$ cat src/rtl/gpio_func_ctrl.sv
module gpio_func_ctrl #(
  parameter int GF_LEN = 4
) (
  input  logic        clk,
  input  logic        rst_n,
  input  logic [15:0] cfg,
  input  logic        sts_adc_rdy,
  input  logic        sts_nvm_busy,
  input  logic [2:0]  sts_ch_busy,
  input  logic        sts_win_cmp1,
  input  logic        pin_in,
  output logic        pin_out,
  output logic        pin_oe,
  output logic        fault_dump_p,
  output logic        protect_lvl,
  output logic        clear_lvl,
  output logic        reset_lvl,
  output logic        nvm_wp_lvl,
  output logic        lock_lvl,
  output logic [2:0]  pwr_dn_p,
  output logic [2:0]  pwr_up_p,
  output logic [2:0]  ldac_p,
  output logic [2:0]  fg_stop_p,
  output logic [2:0]  fg_start_p,
  output logic [2:0]  mrg_lo_p,
  output logic [2:0]  mrg_hi_p,
  input  logic        wr_req,
  input  logic        wr_unlock_fld,
  input  logic        wr_reset_fld,
  output logic        wr_grant
);
  localparam int CW = (GF_LEN > 1) ? $clog2(GF_LEN) : 1;
  localparam logic [CW-1:0] CNT_LAST = CW'(GF_LEN - 1);

  localparam logic [3:0] IC_FDUMP = 4'b0010;
  localparam logic [3:0] IC_PWR   = 4'b0100;
  localparam logic [3:0] IC_PROT  = 4'b0101;
  localparam logic [3:0] IC_CLR   = 4'b0111;
  localparam logic [3:0] IC_LDAC  = 4'b1000;
  localparam logic [3:0] IC_FG    = 4'b1001;
  localparam logic [3:0] IC_MRG   = 4'b1010;
  localparam logic [3:0] IC_RST   = 4'b1011;
  localparam logic [3:0] IC_WP    = 4'b1100;
  localparam logic [3:0] IC_LOCK  = 4'b1101;

  logic       in_en, gf_en;
  logic [3:0] icode, ocode;
  logic [2:0] chm;

  assign in_en = cfg[0];
  assign gf_en = cfg[15];
  assign icode = cfg[4:1];
  assign ocode = cfg[12:9];
  assign chm   = {cfg[5], cfg[8], cfg[7]};

  logic flag;
  always_comb begin
    case (ocode)
      4'b0000: flag = sts_adc_rdy;
      4'b0001: flag = sts_nvm_busy;
      4'b0100: flag = sts_ch_busy[2];
      4'b0110: flag = sts_ch_busy[0];
      4'b0111: flag = sts_ch_busy[1];
      4'b1011: flag = sts_win_cmp1;
      default: flag = 1'b0;
    endcase
  end
  assign pin_oe  = cfg[13];
  assign pin_out = cfg[13] & flag;

  logic          s1, s2, filt_q, prev_q;
  logic [CW-1:0] cnt;
  logic          lvl, fall, rise;

  always_ff @(posedge clk or negedge rst_n) begin
    if (!rst_n) begin
      s1     <= 1'b1;
      s2     <= 1'b1;
      filt_q <= 1'b1;
      prev_q <= 1'b1;
      cnt    <= '0;
    end else begin
      s1     <= pin_in;
      s2     <= s1;
      prev_q <= lvl;
      if (!gf_en || s2 == filt_q) begin
        filt_q <= s2;
        cnt    <= '0;
      end else if (cnt == CNT_LAST) begin
        filt_q <= s2;
        cnt    <= '0;
      end else begin
        cnt <= cnt + 1'b1;
      end
    end
  end

  assign lvl  = gf_en ? filt_q : s2;
  assign fall = prev_q & ~lvl;
  assign rise = ~prev_q & lvl;

  logic sel_fd, sel_pwr, sel_prot, sel_clr, sel_ldac, sel_fg, sel_mrg;
  logic sel_rst, sel_wp, sel_lock;
  assign sel_fd   = in_en && icode == IC_FDUMP;
  assign sel_pwr  = in_en && icode == IC_PWR;
  assign sel_prot = in_en && icode == IC_PROT;
  assign sel_clr  = in_en && icode == IC_CLR;
  assign sel_ldac = in_en && icode == IC_LDAC;
  assign sel_fg   = in_en && icode == IC_FG;
  assign sel_mrg  = in_en && icode == IC_MRG;
  assign sel_rst  = in_en && icode == IC_RST;
  assign sel_wp   = in_en && icode == IC_WP;
  assign sel_lock = in_en && icode == IC_LOCK;

  logic [2:0] m_fall, m_rise;
  assign m_fall = fall ? chm : 3'b000;
  assign m_rise = rise ? chm : 3'b000;

  always_ff @(posedge clk or negedge rst_n) begin
    if (!rst_n) begin
      fault_dump_p <= 1'b0;
      clear_lvl    <= 1'b0;
      pwr_dn_p     <= '0;
      pwr_up_p     <= '0;
      ldac_p       <= '0;
      fg_stop_p    <= '0;
      fg_start_p   <= '0;
      mrg_lo_p     <= '0;
      mrg_hi_p     <= '0;
    end else begin
      fault_dump_p <= sel_fd & fall;
      clear_lvl    <= sel_clr & ~lvl;
      pwr_dn_p     <= sel_pwr  ? m_fall : 3'b000;
      pwr_up_p     <= sel_pwr  ? m_rise : 3'b000;
      ldac_p       <= sel_ldac ? m_fall : 3'b000;
      fg_stop_p    <= sel_fg   ? m_fall : 3'b000;
      fg_start_p   <= sel_fg   ? m_rise : 3'b000;
      mrg_lo_p     <= sel_mrg  ? m_fall : 3'b000;
      mrg_hi_p     <= sel_mrg  ? m_rise : 3'b000;
    end
  end

  always_ff @(posedge clk or negedge rst_n) begin
    if (!rst_n) begin
      protect_lvl <= 1'b0;
      reset_lvl   <= 1'b0;
      nvm_wp_lvl  <= 1'b0;
      lock_lvl    <= 1'b0;
    end else begin
      if (!sel_prot)  protect_lvl <= 1'b0;
      else if (fall)  protect_lvl <= 1'b1;

      if (!sel_rst)   reset_lvl <= 1'b0;
      else if (fall)  reset_lvl <= 1'b1;
      else if (rise)  reset_lvl <= 1'b0;

      if (!sel_wp)    nvm_wp_lvl <= 1'b0;
      else if (fall)  nvm_wp_lvl <= 1'b0;
      else if (rise)  nvm_wp_lvl <= 1'b1;

      if (!sel_lock)  lock_lvl <= 1'b0;
      else if (fall)  lock_lvl <= 1'b0;
      else if (rise)  lock_lvl <= 1'b1;
    end
  end

  assign wr_grant = wr_req & (~lock_lvl | wr_unlock_fld | wr_reset_fld);
endmodule

$ cat config.mk
export PLATFORM = sky130hd
export DESIGN_NAME = gpio_func_ctrl
export DESIGN_NICKNAME = d
export VERILOG_FILES = /design/src/rtl/gpio_func_ctrl.sv
export SDC_FILE = /design/constraint.sdc
export NUM_CORES = 1
export LEC_CHECK = 0
export BUFFER_PORTS_ARGS = -buffer_cell sky130_fd_sc_hd__buf_4
export CORE_AREA = 4 4 64 66
export DETAILED_ROUTE_END_ITERATION = 12
export DIE_AREA = 0 0 68 70
export PLACE_DENSITY = 0.62
export SYNTH_ARGS = -nofsm -noshare
export SYNTH_HDL_FRONTEND = slang
export SYNTH_SLANG_ARGS = --single-unit
export TNS_END_PERCENT = 30
$ cat constraint.sdc
create_clock -name clk -period 2.5 [get_ports clk]
set_input_delay 0 -clock clk [delete_from_list [all_inputs] [get_ports clk]]
set_output_delay 0 -clock clk [all_outputs]
set_load 0.02 [all_outputs]
# Word level (Yosys, flattened, before mapping)

Cells that the tools add are included.

Input port bits: 28
Logic and storage cells: 89
Register bits: 33
Output and inout port bits: 30

Reductions and logical operators: 14
Bitwise gates (word level): 11
Eq/ne operators: 21
Add/subtract/negate cells: 1
Mux-type cells: 24

Operators by type and width:

| operator                                                        | number |
|---|---|
| 4-bit == test, second input constant                            | 7 |
| 3-bit two-way mux                                               | 9 |
| 4-bit by 3-bit == test with 1-bit output, second input constant | 6 |
| 1-bit two-way mux                                               | 12 |
| 1-bit logical AND                                               | 10 |
| 3-bit inequality test, second input constant                    | 3 |
| 1-bit AND                                                       | 6 |
| 1-bit one-hot mux with 6 select lines                           | 1 |
| 4-bit by 1-bit == test with 1-bit output, second input constant | 1 |
| 4-bit by 2-bit == test with 1-bit output, second input constant | 1 |
| 4-bit zero test                                                 | 1 |
| 2-bit two-way mux                                               | 2 |
| 1-bit inverter                                                  | 3 |
| 2-bit by 1-bit adder with 2-bit output, second input constant   | 1 |
| 2-bit == test, second input constant                            | 1 |
| 2-bit inequality test, second input constant                    | 1 |
| 1-bit OR                                                        | 2 |
| 2-bit nonzero test                                              | 1 |
| 1-bit == test                                                   | 1 |
| 1-bit zero test                                                 | 1 |
| 1-bit logical OR                                                | 1 |

# Longest topological paths before layout

Gate-level depths: netlist of the first run.

Depth in word-level cells: 5
Gate-level depth with buffers: 7
Gate-level depth less buffers: 7

# Worst setup path before layout of the first run

No wires, ideal clock.

Path kind: reg2reg
From: register filt_q
To: register lock_lvl
Required time: 2.414 ns
Data arrival time: 1.409 ns
Buffers on the path: 0
Cell stages (with the launch flop): 8
Setup time: 0.086 ns
Clock period less this slack: 1.495 ns
Slack: 1.005 ns
Path through: dfstp_2 mux2_2 inv_1 ha_1 inv_1 a21oi_1 nand2_1 nor3_1

Word-level cells in the longest chain between the ends: 5
Elaborated cells between the ends (all ways): 7
Those cells by class: eq/ne (1); mux (3); bitwise (3)

Ends and longest elaborated chain:

| item                     | RTL line | source |
|---|---|---|
| start: declaration       | 71       | `logic s1, s2, filt_q, prev_q;` |
| start signal: assignment | 79       | `filt_q <= 1'b1;` |
| start signal: assignment | 87       | `filt_q <= s2;` |
| start signal: assignment | 90       | `filt_q <= s2;` |
| 1-bit two-way mux (*)    | 98       | `assign lvl = gf_en ? filt_q : s2;` |
| named net lvl            | 73       | `logic lvl, fall, rise;` |
| 1-bit inverter           | 99       | `assign fall = prev_q & ~lvl;` |
| 1-bit AND                | 99       |  |
| 1-bit two-way mux        | 162      | `else if (fall) lock_lvl <= 1'b0;` |
| 1-bit two-way mux        | 161      | `if (!sel_lock) lock_lvl <= 1'b0;` |
| end signal: assignment   | 161      |  |
| end signal: assignment   | 162      |  |
| end signal: assignment   | 163      | `else if (rise) lock_lvl <= 1'b1;` |
| end: declaration         | 19       | `output logic lock_lvl,` |

Mark *: on every way through the listed nets, which the timed path passes. The rest lies on a longest branch.
A chain may end at the register's enable or synchronous reset.

# Final worst setup path of the first run

From: register filt_q
To: register fault_dump_p

Word-level cells in the longest chain between the ends: 4

Ends and longest elaborated chain:

| item                   | RTL line | source |
|---|---|---|
| 1-bit two-way mux      | 98       |  |
| named net lvl          | 73       |  |
| 1-bit inverter         | 99       |  |
| 1-bit AND              | 99       |  |
| 1-bit AND              | 131      | `fault_dump_p <= sel_fd & fall;` |
| end signal: assignment | 131      |  |
| end: declaration       | 14       | `output logic fault_dump_p,` |

The timed path passes the listed nets, and every way through them passes these cells.

==> results of run 1 <==
[worst paths after layout]
| check | end | slack (ps) | depth (start not counted) |
|---|---|---|---|
| max | fault_dump_p | 600 | 5 |
| min | fg_stop_p[2] | 140 | 2 |
| max reg2reg | fault_dump_p | 600 | 5 |
| min reg2reg | s2 | 360 | 0 |
| max in group asynchronous | filt_q | 2040 | 2 |
| min in group clk | pin_oe | 210 | 2 |
[final cells by class]
class                   instances  area, um2
inverters                       5      18.77
well taps                      48      60.06
clock buffers                   6      41.29
flip-flops and latches         33      830.8
fillers                       330       1649
clock inverters                 2      10.01
multi-input cells              75      425.4
repair buffers                 68      543.0
[cell families after synthesis]
family / share of synthesized area
and+or+nand+nor: 0.2245
DFF: 0.6397
AOI/OAI and AO/OA: 0.04239
buffers and inverters: 0.03275
muxes: 0.02505
adders and majority gates: 0.02890
xor gates and xnor gates: 0.006745
[flip-flops by register name (all words and copies together), names as in the netlist, 2 cells and up]
name	count
cnt	2
fg_start_p	3
fg_stop_p	3
ldac_p	3
mrg_hi_p	3
mrg_lo_p	3
pwr_dn_p	3
pwr_up_p	3
[routing by layer]
metal / up-vias / global-route usage / part of all wire
met2: 45 / 0.2152 / 0.50
met3: 4 / 0.04823 / 0.10
met5: - / 0 / 0
li1: 516 / - / -
met4: 0 / 0.03974 / 0.0085
met1: 468 / 0.1412 / 0.39
[critical path: cells and delay by family, from the launching register on]
kind	cells	cell delay, ps
fa+ha+maj	1	280
buf+inv	2	590
flops	1	560
mux	1	190
simple gates	1	170
[cells in the final DEF, fill, tap and decap left out, types with 2 or more instances in the layout]
cell            n
clkbuf_4        5
a21boi_0        2
or3_1           2
ha_1            3
dlygate4sd3_1  13
nand2_1        13
o21ai_0         4
nor2_2          4
clkinv_2        2
nor2_4          2
buf_4          55
mux2_2          2
nand2b_1        2
a21oi_1         4
dfrtp_1        29
nor2_1         23
nand3b_1        2
inv_1           5
nor3_1          4
dfstp_2         4
[report_power, final]
group / switching [W] / total (W) / internal (W)
clock: 0.000164 / 0.000271 / 0.000107
combinational: 0.0000693 / 0.000139 / 0.0000698
sequential: 0.00000551 / 0.000553 / 0.000548
[cell usage after synthesis (2+ instances only)]
library cell / instances
nor3_1: 4
nor2_2: 4
dfstp_2: 4
nor2_4: 2
or3_1: 2
inv_1: 5
ha_1: 3
nor2_1: 23
a21oi_1: 4
nand3b_1: 2
nand2_1: 13
o21ai_0: 4
a21boi_0: 2
mux2_2: 2
nand2b_1: 2
dfrtp_1: 29
[stage by stage]
stage                 util  total power [W]  cells  cell area (um2)  hold WS (ps)
finish              0.5392        0.0009636    237             1929         138.1
global route        0.5392         0.001023    237             1929         177.8
CTS                 0.5392        0.0009790    237             1929         138.0
detailed placement  0.4885        0.0006889    216             1748        -40.34
global placement    0.4885        0.0006845    216             1748        -46.28
floorplan                -        0.0006238    116             1299        -295.6
==> results.txt, run 1 <==
The die outline area came out at approximately 4800 um2. Between clock sinks in the finished design, the worst skew comes to 6.052 ps. The first global-routing pass estimated about 4.6 mm of wire. The via count of the first global-routing pass came out at ~1100. The number of enable flip-flop cells after synthesis is 0.

Traced cell by cell, the critical path runs through mux2_2, inv_1, ha_1, nor3b_1, dlygate4sd3_1. The cell area after synthesis came out at 1299 um2. The run finished with clean final reports. The average detailed-routed wire length per instance came out at ~11 um. The number of antenna-violating nets in the routed design came out at 0.

Relative to the synthesized area, the layout overhead comes to 48.55%. The width of the die came out at around 68 um. The number of port buffers came out at 55.

For the worst setup path, the data required time is 2710 ps. STA classifies the critical path startpoint as a flip-flop. The post-cts hold buffer count came out at 13. The share of the synthesized area in the top cell type came out at 0.5588. By area the synthesized netlist is led by dfrtp_1, dfstp_2, nor2_1, nand2_1, ha_1. The overflow left after global routing came out at 0. The transition time at the pin with the least slew margin is 415.6 ps. The largest fanout on the critical path is 7. The final worst-path setup slack is ~600 ps. The worst slew margin relative to its limit is 0.7230. The pre-antenna-repair detailed-routing pass consisted of 2 iterations. The number of nets in the layout came out at 219. The net count after synthesis is about 150. The number of antenna diodes in the final layout is 0.

The total negative setup slack is 0 ps. TritonCTS built the clock tree. The count of maximum capacitance violations came out at 0. The areal power density over the cells is between 400 and 500 nW/um2. CTS built an H-tree with a depth of 2. The cell taking the most area after synthesis is dfrtp_1. The path class of the tightest hold or removal check is in2async. The worst setup path is of the reg2reg kind. The synthesized area per cell came out at between 10 and 15 um2.

For this run, asynchronously set or reset flops after synthesis account for 1.000. between 50 and 60 I/O pins were placed. The register bit count reported by yosys came out at 33. The total DRC errors in the routed layout is 0. The post-route minimum period is roughly 1900 ps. The number of buffers on the longest clock path is 2.

The number of slew-limit violations in the final report is 0. For this configuration, the core starts out at a cell density of 0.3629. The number of antenna violations at the first check in global routing came out at 0. The height of the chip is around 70 um. The cell count after synthesis came out at 116. The maximum number of pins on one net before global-route repair came out at 34. The kind of end point of the critical path is a flip-flop.

The most critical setup path has its startpoint at filt_q. The final clock period utilization by the worst path came out at 0.7594. The post-CTS setup-driven buffer insertion count is 0. The worst register-to-register path begins at filt_q. Setup repair after global routing left no endpoint under its margin. In this run the static leakage power is slightly below 1 nW.

The slowest stage of the critical path is the dfstp_2 cell. The overall global routing resource usage is 0.1262. The routed wire length came out at 2.714 mm.

The hold violation count in the final report is 0. Using the TritonRoute via totals, the vias-per-cell ratio works out to between 4 and 5. The setup slack after placement is around 900 ps. The last weighted congestion value of the routability-driven placer came out at 0.8174.

The clock net sink count came out at 33. The floorplan has 22 rows. The cell sitting at the root of the clock tree is a clkbuf_4. In this design, the stage delay of the slowest critical-path cell is roughly 560 ps.

The count of warnings emitted by yosys is 0. The number of DRC markers in iteration 0 came out at 38. The largest vdd supply drop came out at 202.1 uV. The placeable core area is ~3600 um2. Detailed placement ended at an HPWL of between 2 and 2.5 mm. The netlist uses 27 different library cells.

The total via count in the routed design is approximately 1000. Timing would allow up to between 0.5 and 0.6 GHz. The clock slew seen by the registers of the worst setup and hold paths is 100 ps. Counting the buffers created by CTS gives 5. The share of synthesized area occupied by flip-flops and latches came out at 0.6397. In the synthesized netlist the dominant register cell turns out to be dfrtp_1.

The clock network latency to the later pin of the worst-skew pair came out at about 320 ps. The arrival time of the worst setup path is ~2100 ps. The final count of negative-setup-slack endpoints came out at 0. The layout cell share with drive strength beyond 1 is 0.3968. The number of instances resized during post-cts repair is 0.
(Power assumes the default switching activity.)
==> run 2, diff against run 1 <==
ABC_AREA = 1   (was default)
clock period = 1.8 ns   (was 2.5 ns; I/O delays follow)
==> run 2 against run 1 <==
  * Die area did not move
  * Clock power grew 41%
  * First-iteration DRC count decreased by 34%
  * Clock skew increased by 2.3 ps
  * Sequential cell count stayed put
  * Global-route usage grew 0.43 points
  * Register-to-register slack worse by 390 ps
  * Combinational power up 40%
  * Sequential share of layout area fell by 0.66 points
  * Highest routed layer unchanged
==> results.txt, run 2 <==
The number of port buffers is 55 (unchanged). Setup repair after global routing left no endpoint under its margin. The number of H-tree branching levels was 2 (unchanged). The signal on the critical path passes through inv_1, o21ai_0, inv_1, ha_1, inv_1, nand2_1, nand4_1, nor2_1. The clock network latency to the later pin of the worst-skew pair came out at 320 ps (about the same). The placeable core area is 3578 um2 (unchanged). TritonCTS built the clock tree. The average detailed-routed wire length per instance was 11.12 um (-2.9%).

The number of antenna-violating nets in the routed design was 0 (unchanged). The worst path buffer plus inverter count came out at 3 (+1). The setup slack after placement came out at 201.0 ps (-700.5 ps). The achievable clock frequency is 0.6299 GHz (+20%). The initial core utilization is 0.3619 (-0.001049). The areal power density over the cells is 686.8 nW/um2 (+38%). The worst setup path is of the reg2reg kind. The area taken by multi-input logic gates came out at 389.1 um2 (-8.5%).

The overflow left after global routing is 0 (unchanged). The number of distinct library cell variants in the gate-level netlist after synthesis came to 22 (-19%). The number of antenna violations at the first check in global routing was 0 (unchanged). The first-pass iteration count of the detailed router came out at 4 (+2). The average via count per standard cell came to 4.358 (about the same). The clock slew seen by the registers of the worst setup and hold paths is 100 ps (about the same). The width of the die came out at 68 um (unchanged). The hold violation count in the final report came out at 0 (unchanged). STA classifies the critical path endpoint as a flip-flop. The cell family contributing the most delay on the critical path is flip-flops. The data required time of the critical path is 2020 ps (-690 ps). The count of warnings emitted by yosys came out at 0 (unchanged). The number of buffers on the longest clock path came out at 2 (unchanged). The post-route minimum period is 1588 ps (-310.9 ps). The die outline area is 4760 um2 (unchanged). The share of synthesized area occupied by flip-flops and latches is 0.6415 (+0.001854). The cell taking the most area after synthesis is dfrtp_1.

The half-perimeter wire length of the detailed placement result is 2.229 mm (+9.2%). The share of the synthesized area in the top cell type is 0.5604 (+0.001620). The final clock skew is 8.383 ps (+2.331 ps).

The number of DRC markers in iteration 0 came to 25 (-34%). The delay of the slowest critical-path stage is 540 ps (-20 ps). The total power is 0.001346 W (+40%). The transition time at the pin with the least slew margin came out at 389.8 ps (-25.75 ps). The net count after synthesis came out at 166 (+13%). The via count of the first global-routing pass is 1136 (+5.3%). The clock net sink count is 33 (unchanged). The layout cell share with drive strength beyond 1 is 0.3491 (-0.04777). The largest vdd supply drop is 431.8 uV (+110%). The final hold slack is 145.1 ps (+6.958 ps). The first-pass GRT wire length is 4.705 mm (+3.3%). The commonest cells after synthesis are dfrtp_1, nand2_1, nor2_1, inv_1. The number of rows created at floorplan came out at 22 (unchanged). The leakage component of the power is 1.041 nW (+6.3%).

In the layout the commonest cells are buf_4, nand2_1, dfrtp_1. The count of maximum capacitance violations is 0 (unchanged). The worst slew margin relative to its limit came out at 0.7401 (+0.01716). The maximum number of pins on one net before global-route repair came out at 34 (unchanged). Yosys attributes the largest share of cell area to dfrtp_1, nand2_1, dfstp_2, nor2_1, inv_1. The CTS buffer count came out at 5 (unchanged).

The cell count after synthesis is 135 (+16%). The number of slew-limit violations in the final report is 0 (unchanged). The number of instances resized during post-cts repair was 0 (unchanged). From synthesis to final layout, the design area changed by 51.30%.

The synthesized area per cell came to 9.593 um2 (-14%). The routed wire length is 2.890 mm (+6.5%). Counting stages on the worst path, the most repeated cell is inv_1. The cell area after synthesis came to 1295 um2 (-0.29%). The number of enable flip-flop cells after synthesis is 0 (unchanged). The final clock period utilization by the worst path is 0.8820 (+0.1226). The final worst-path setup slack came out at 212.5 ps (-389.1 ps). The startpoint type of the worst setup path is a flip-flop.

The most frequent standard cell in the layout excluding fill and tap cells is buf_4. The largest fanout on the critical path came out at 3 (-4). The async set or reset register ratio after synthesis is 1.000 (unchanged). For this design, the slowest cell found on the critical path is dfstp_2. The total negative setup slack is 0 ps (unchanged). The layout filler cell count is 331 (+0.30%). The overall global routing resource usage is 0.1305 (+0.004325). The height of the chip is 70 um (unchanged). The path class of the tightest hold or removal check is in2async. The total DRC errors in the routed layout came out at 0 (unchanged).

The register cell area after layout is 830.8 um2 (unchanged). The total I/O pin count is 58 (unchanged). The primary flip-flop cell chosen by synthesis mapping is dfrtp_1. The total via count in the routed design is 1133 (+9.7%). The master cell of the clock root buffer is clkbuf_4. The register bit count reported by yosys is 33 (unchanged). The number of nets in the layout came out at 242 (+11%). The final count of negative-setup-slack endpoints was 0 (unchanged). The flow ran to the end, and the final reports show no timing, DRC or antenna violations.

The arrival time of the worst setup path is 1810 ps (-300 ps). The last weighted congestion value of the routability-driven placer is 0.7956 (-2.7%). The number of antenna repair diodes is 0 (unchanged).
run 2: cell type report:
cell class                 count  area share
inverter                      18     0.03448
sequential                    33      0.4240
clock inverter                 2    0.005109
multi-input combinational     83      0.1986
tap                           48     0.03065
clock buffer                   6     0.02107
timing repair buffer          70      0.2861
run 2: metrics by stage:
step | std cells | instance area (um2) | util
detailed placement | 238 | 1768 | 0.4941
global placement | 238 | 1768 | 0.4941
finish | 260 | 1959 | 0.5476
global route | 260 | 1959 | 0.5476
floorplan | 135 | 1295 | -
CTS | 260 | 1959 | 0.5476
run 2: repair_timing:
action / CTS / global route
buffers inserted: 0 / 0
endpoints found under the hold margin: 61 / 0
hold buffers: 14 / 0
run 2: logic make-up (layout without fill, tap and decap cells):
kind of cell               Yosys count  after routing  synth area share
and+or+nand+nor                     70             70            0.2309
DFF                                 33             33            0.6415
buffers and inverters               19             96           0.05798
AOI/OAI and AO/OA                   10             10           0.04058
adders and majority gates            3              3           0.02899
run 2: worst paths after layout:
kind / start / endpoint / slack (ps) / depth (start not counted)
worst max-delay path: s2 / lock_lvl / 210 / 8
worst min-delay path: rst_n / pwr_dn_p[2] / 150 / 2
worst max register to register: s2 / lock_lvl / 210 / 8
worst min register to register: s1 / s2 / 360 / 0
max in group asynchronous: rst_n / filt_q / 1330 / 2
min in group clk: cfg[13] / pin_oe / 210 / 2
run 2: power by group:
group / internal, W / switching, W
combinational: 0.0000932 / 0.000102
sequential: 0.000761 / 0.00000787
clock: 0.000149 / 0.000233
total: 0.00100 / 0.000343
run 2: layer usage:
layer  track usage  up-vias  routed length [um]  part of all wire
li1              -      568                   -                 -
met1        0.1600      513                1267              0.44
met2        0.2131       50                1303              0.45
met3       0.05788        2                 301              0.10
met4       0.01987        0                  18            0.0062
met5             0        -                   0                 0
==> run 3, diff against run 2 <==
RECOVER_POWER = 50   (was default)
==> run 3 against run 2 <==
  * Total power decreased by 0.28%
  * Global-route usage unchanged
  * Die area unchanged
==> results.txt, run 3 (synthesis results as in run 2) <==
The run finished with clean final reports. The final worst-path setup slack is 212.3 ps (-0.1090 ps). The number of H-tree branching levels came out at 2 (unchanged). The final instance area came out at 1908 um2 (-2.6%). The largest vdd supply drop is 431.7 uV (about the same). The leakage component of the power is 0.9854 nW (-5.3%). The hold violation count in the final report came out at 0 (unchanged). The number of slew-limit violations in the final report came out at 0 (unchanged). The total I/O pin count is 58 (unchanged). The half-perimeter wire length of the detailed placement result is 2.229 mm (unchanged). The number of instances resized during post-cts repair came to 0 (unchanged). The final standard cell count with taps included and fillers excluded came out at 260 (unchanged). The largest fanout on the critical path is 3 (unchanged). The areal power density over the cells was 703.3 nW/um2 (+2.4%).

The combinational share of power came out at 0.143 (-0.002). The placeable core area is 3578 um2 (unchanged). The count of maximum capacitance violations came out at 0 (unchanged). The number of nets in the layout came out at 242 (unchanged).

After global routing, the most crowded layer is met2. The number of antenna-violating nets in the routed design came out at 0 (unchanged). The clock slew seen by the registers of the worst setup and hold paths is 100 ps (about the same). The number of antenna repair diodes is 0 (unchanged). The number of rows created at floorplan is 22 (unchanged). The achievable clock frequency was 0.6299 GHz (about the same). The top cell types in the final layout, fill and taps aside, are buf_4, nand2_1, dfrtp_1. The total via count in the routed design was 1130 (-0.26%). The initial core utilization was 0.3619 (unchanged). The critical path is of the reg2reg type.

The total DRC errors in the routed layout is 0 (unchanged). The final clock period utilization by the worst path came out at 0.8820 (about the same). The overflow left after global routing is 0 (unchanged). The min-delay analysis places its worst path in the category in2out. The layout-stage area growth over the synthesis result is 47.34%. The layout cell share with drive strength beyond 1 is 0.2877 (-0.06132).

The maximum number of pins on one net before global-route repair is 34 (unchanged). The internal power of the cells is 0.0009993 W (-0.36%). The via count of the first global-routing pass is 1136 (unchanged). The height of the chip came out at 70 um (unchanged). The width of the die was 68 um (unchanged). The global routing met2 resource utilization is 0.2131 (unchanged).

The setup slack after placement came out at 201.0 ps (unchanged). The post-route minimum period came out at 1588 ps (+0.1090 ps). The layout filler cell count came to 348 (+5.1%). The worst slew margin relative to its limit is 0.4928 (-0.2473). The routed wire length came out at 2.905 mm (+0.52%).

The sequential share of power is 0.573 (+0.002). The arrival time of the worst setup path came out at 1810 ps (about the same). The overall global routing resource usage is 0.1305 (unchanged). The die outline area is 4760 um2 (unchanged). The last weighted congestion value of the routability-driven placer is 0.7956 (unchanged).

The met1 usage in global routing came out at 0.1600 (unchanged). The startpoint type of the worst setup path is a flip-flop. The average via count per standard cell was 4.346 (-0.26%). The reg2reg setup slack came out at 210 ps (about the same). The final count of negative-setup-slack endpoints came out at 0 (unchanged). In this run the clock root is driven by a clkbuf_4. The switching component of the power is 0.0003426 W (about the same). The final clock skew is 8.321 ps (-0.06187 ps). The switching power as a share of total power was 0.2553 (+0.0005750). The global-route met3 utilization came out at 0.05788 (unchanged). The average detailed-routed wire length per instance is 11.17 um (+0.52%).

The transition time at the pin with the least slew margin is 760.8 ps (+371.0 ps). The data required time of the critical path was 2020 ps (about the same). The clock net sink count came out at 33 (unchanged). The post-placement cell count is 238 (unchanged). The cell area after placement came out at 1768 um2 (unchanged).

The clock network latency to the later pin of the worst-skew pair came out at 320 ps (about the same). The number of DRC markers in iteration 0 was 25 (unchanged). The first-pass iteration count of the detailed router is 4 (unchanged). The library cell used most frequently in the layout, excluding fill and tap cells, is buf_4. Setup repair after global routing left no endpoint under its margin. The register cell area after layout is 830.8 um2 (unchanged).

The clock network fraction of design power came out at 0.284 (about the same). The first-pass GRT wire length is 4.705 mm (unchanged). The total negative setup slack is 0 ps (unchanged). The kind of end point of the critical path is a flip-flop. The post-CTS setup-driven buffer insertion count is 0 (unchanged). The number of port buffers came out at 55 (unchanged). The area taken by multi-input logic gates was 389.1 um2 (unchanged). TritonCTS built the clock tree. The CTS buffer count is 5 (unchanged).

The number of antenna violations at the first check in global routing is 0 (unchanged). The number of buffers on the longest clock path was 2 (unchanged).
## run 3: final cells by class
class                           count  share of cell area
Sequential cell                    33              0.4354
Timing Repair Buffer               70              0.2669
Inverter                           18             0.03541
Tap cell                           48             0.03148
Clock inverter                      2            0.005246
Multi-Input combinational cell     83              0.2039
Clock buffer                        6             0.02164
## run 3: worst max-delay path, cell delays in order, from the launching register on
cell	delay [ps]
dfstp_2	540
inv_1	50
o21ai_0	200
inv_1	80
ha_1	310
inv_1	90
nand2_1	70
nand4_1	110
nor2_1	60
## run 3: final timing paths
path / cells after the start / startpoint / endpoint
worst max-delay path: 8 / s2 / lock_lvl
worst min-delay path: 2 / cfg[13] / pin_oe
worst max register to register: 8 / s2 / lock_lvl
worst min register to register: 0 / s1 / s2
max in group asynchronous: 2 / rst_n / mrg_lo_p[1]
min in group asynchronous: 2 / rst_n / pwr_dn_p[2]
## run 3: routing by layer
layer  up-vias  share of wire
met2        50           0.45
met5         -              0
met4         0         0.0062
met3         2           0.11
met1       510           0.44
li1        568              -
## run 3: repair_timing
item	4_1_cts	5_1_grt
hold buffers	14	0
endpoints found under the hold margin	61	0
endpoints found under the setup margin	0	0
## run 3: through the flow
stage               total power (W)    util  hold WS (ps)
detailed placement        0.0009568  0.4941        -44.87
finish                     0.001342  0.5332         270.4
floorplan                 0.0008630       -        -295.6
global placement          0.0009508  0.4941        -49.65
global route               0.001427  0.5332         276.7
CTS                        0.001361  0.5476         146.7
## run 3: power by group through the flow
stage	sequential, W	clock (W)	combinational (W)
after floorplan	0.000786	0	0.0000770
after global placement	0.000783	0	0.000168
after detailed placement	0.000784	0	0.000173
after CTS	0.000769	0.000395	0.000196
after global routing	0.000771	0.000440	0.000216
final	0.000769	0.000381	0.000192
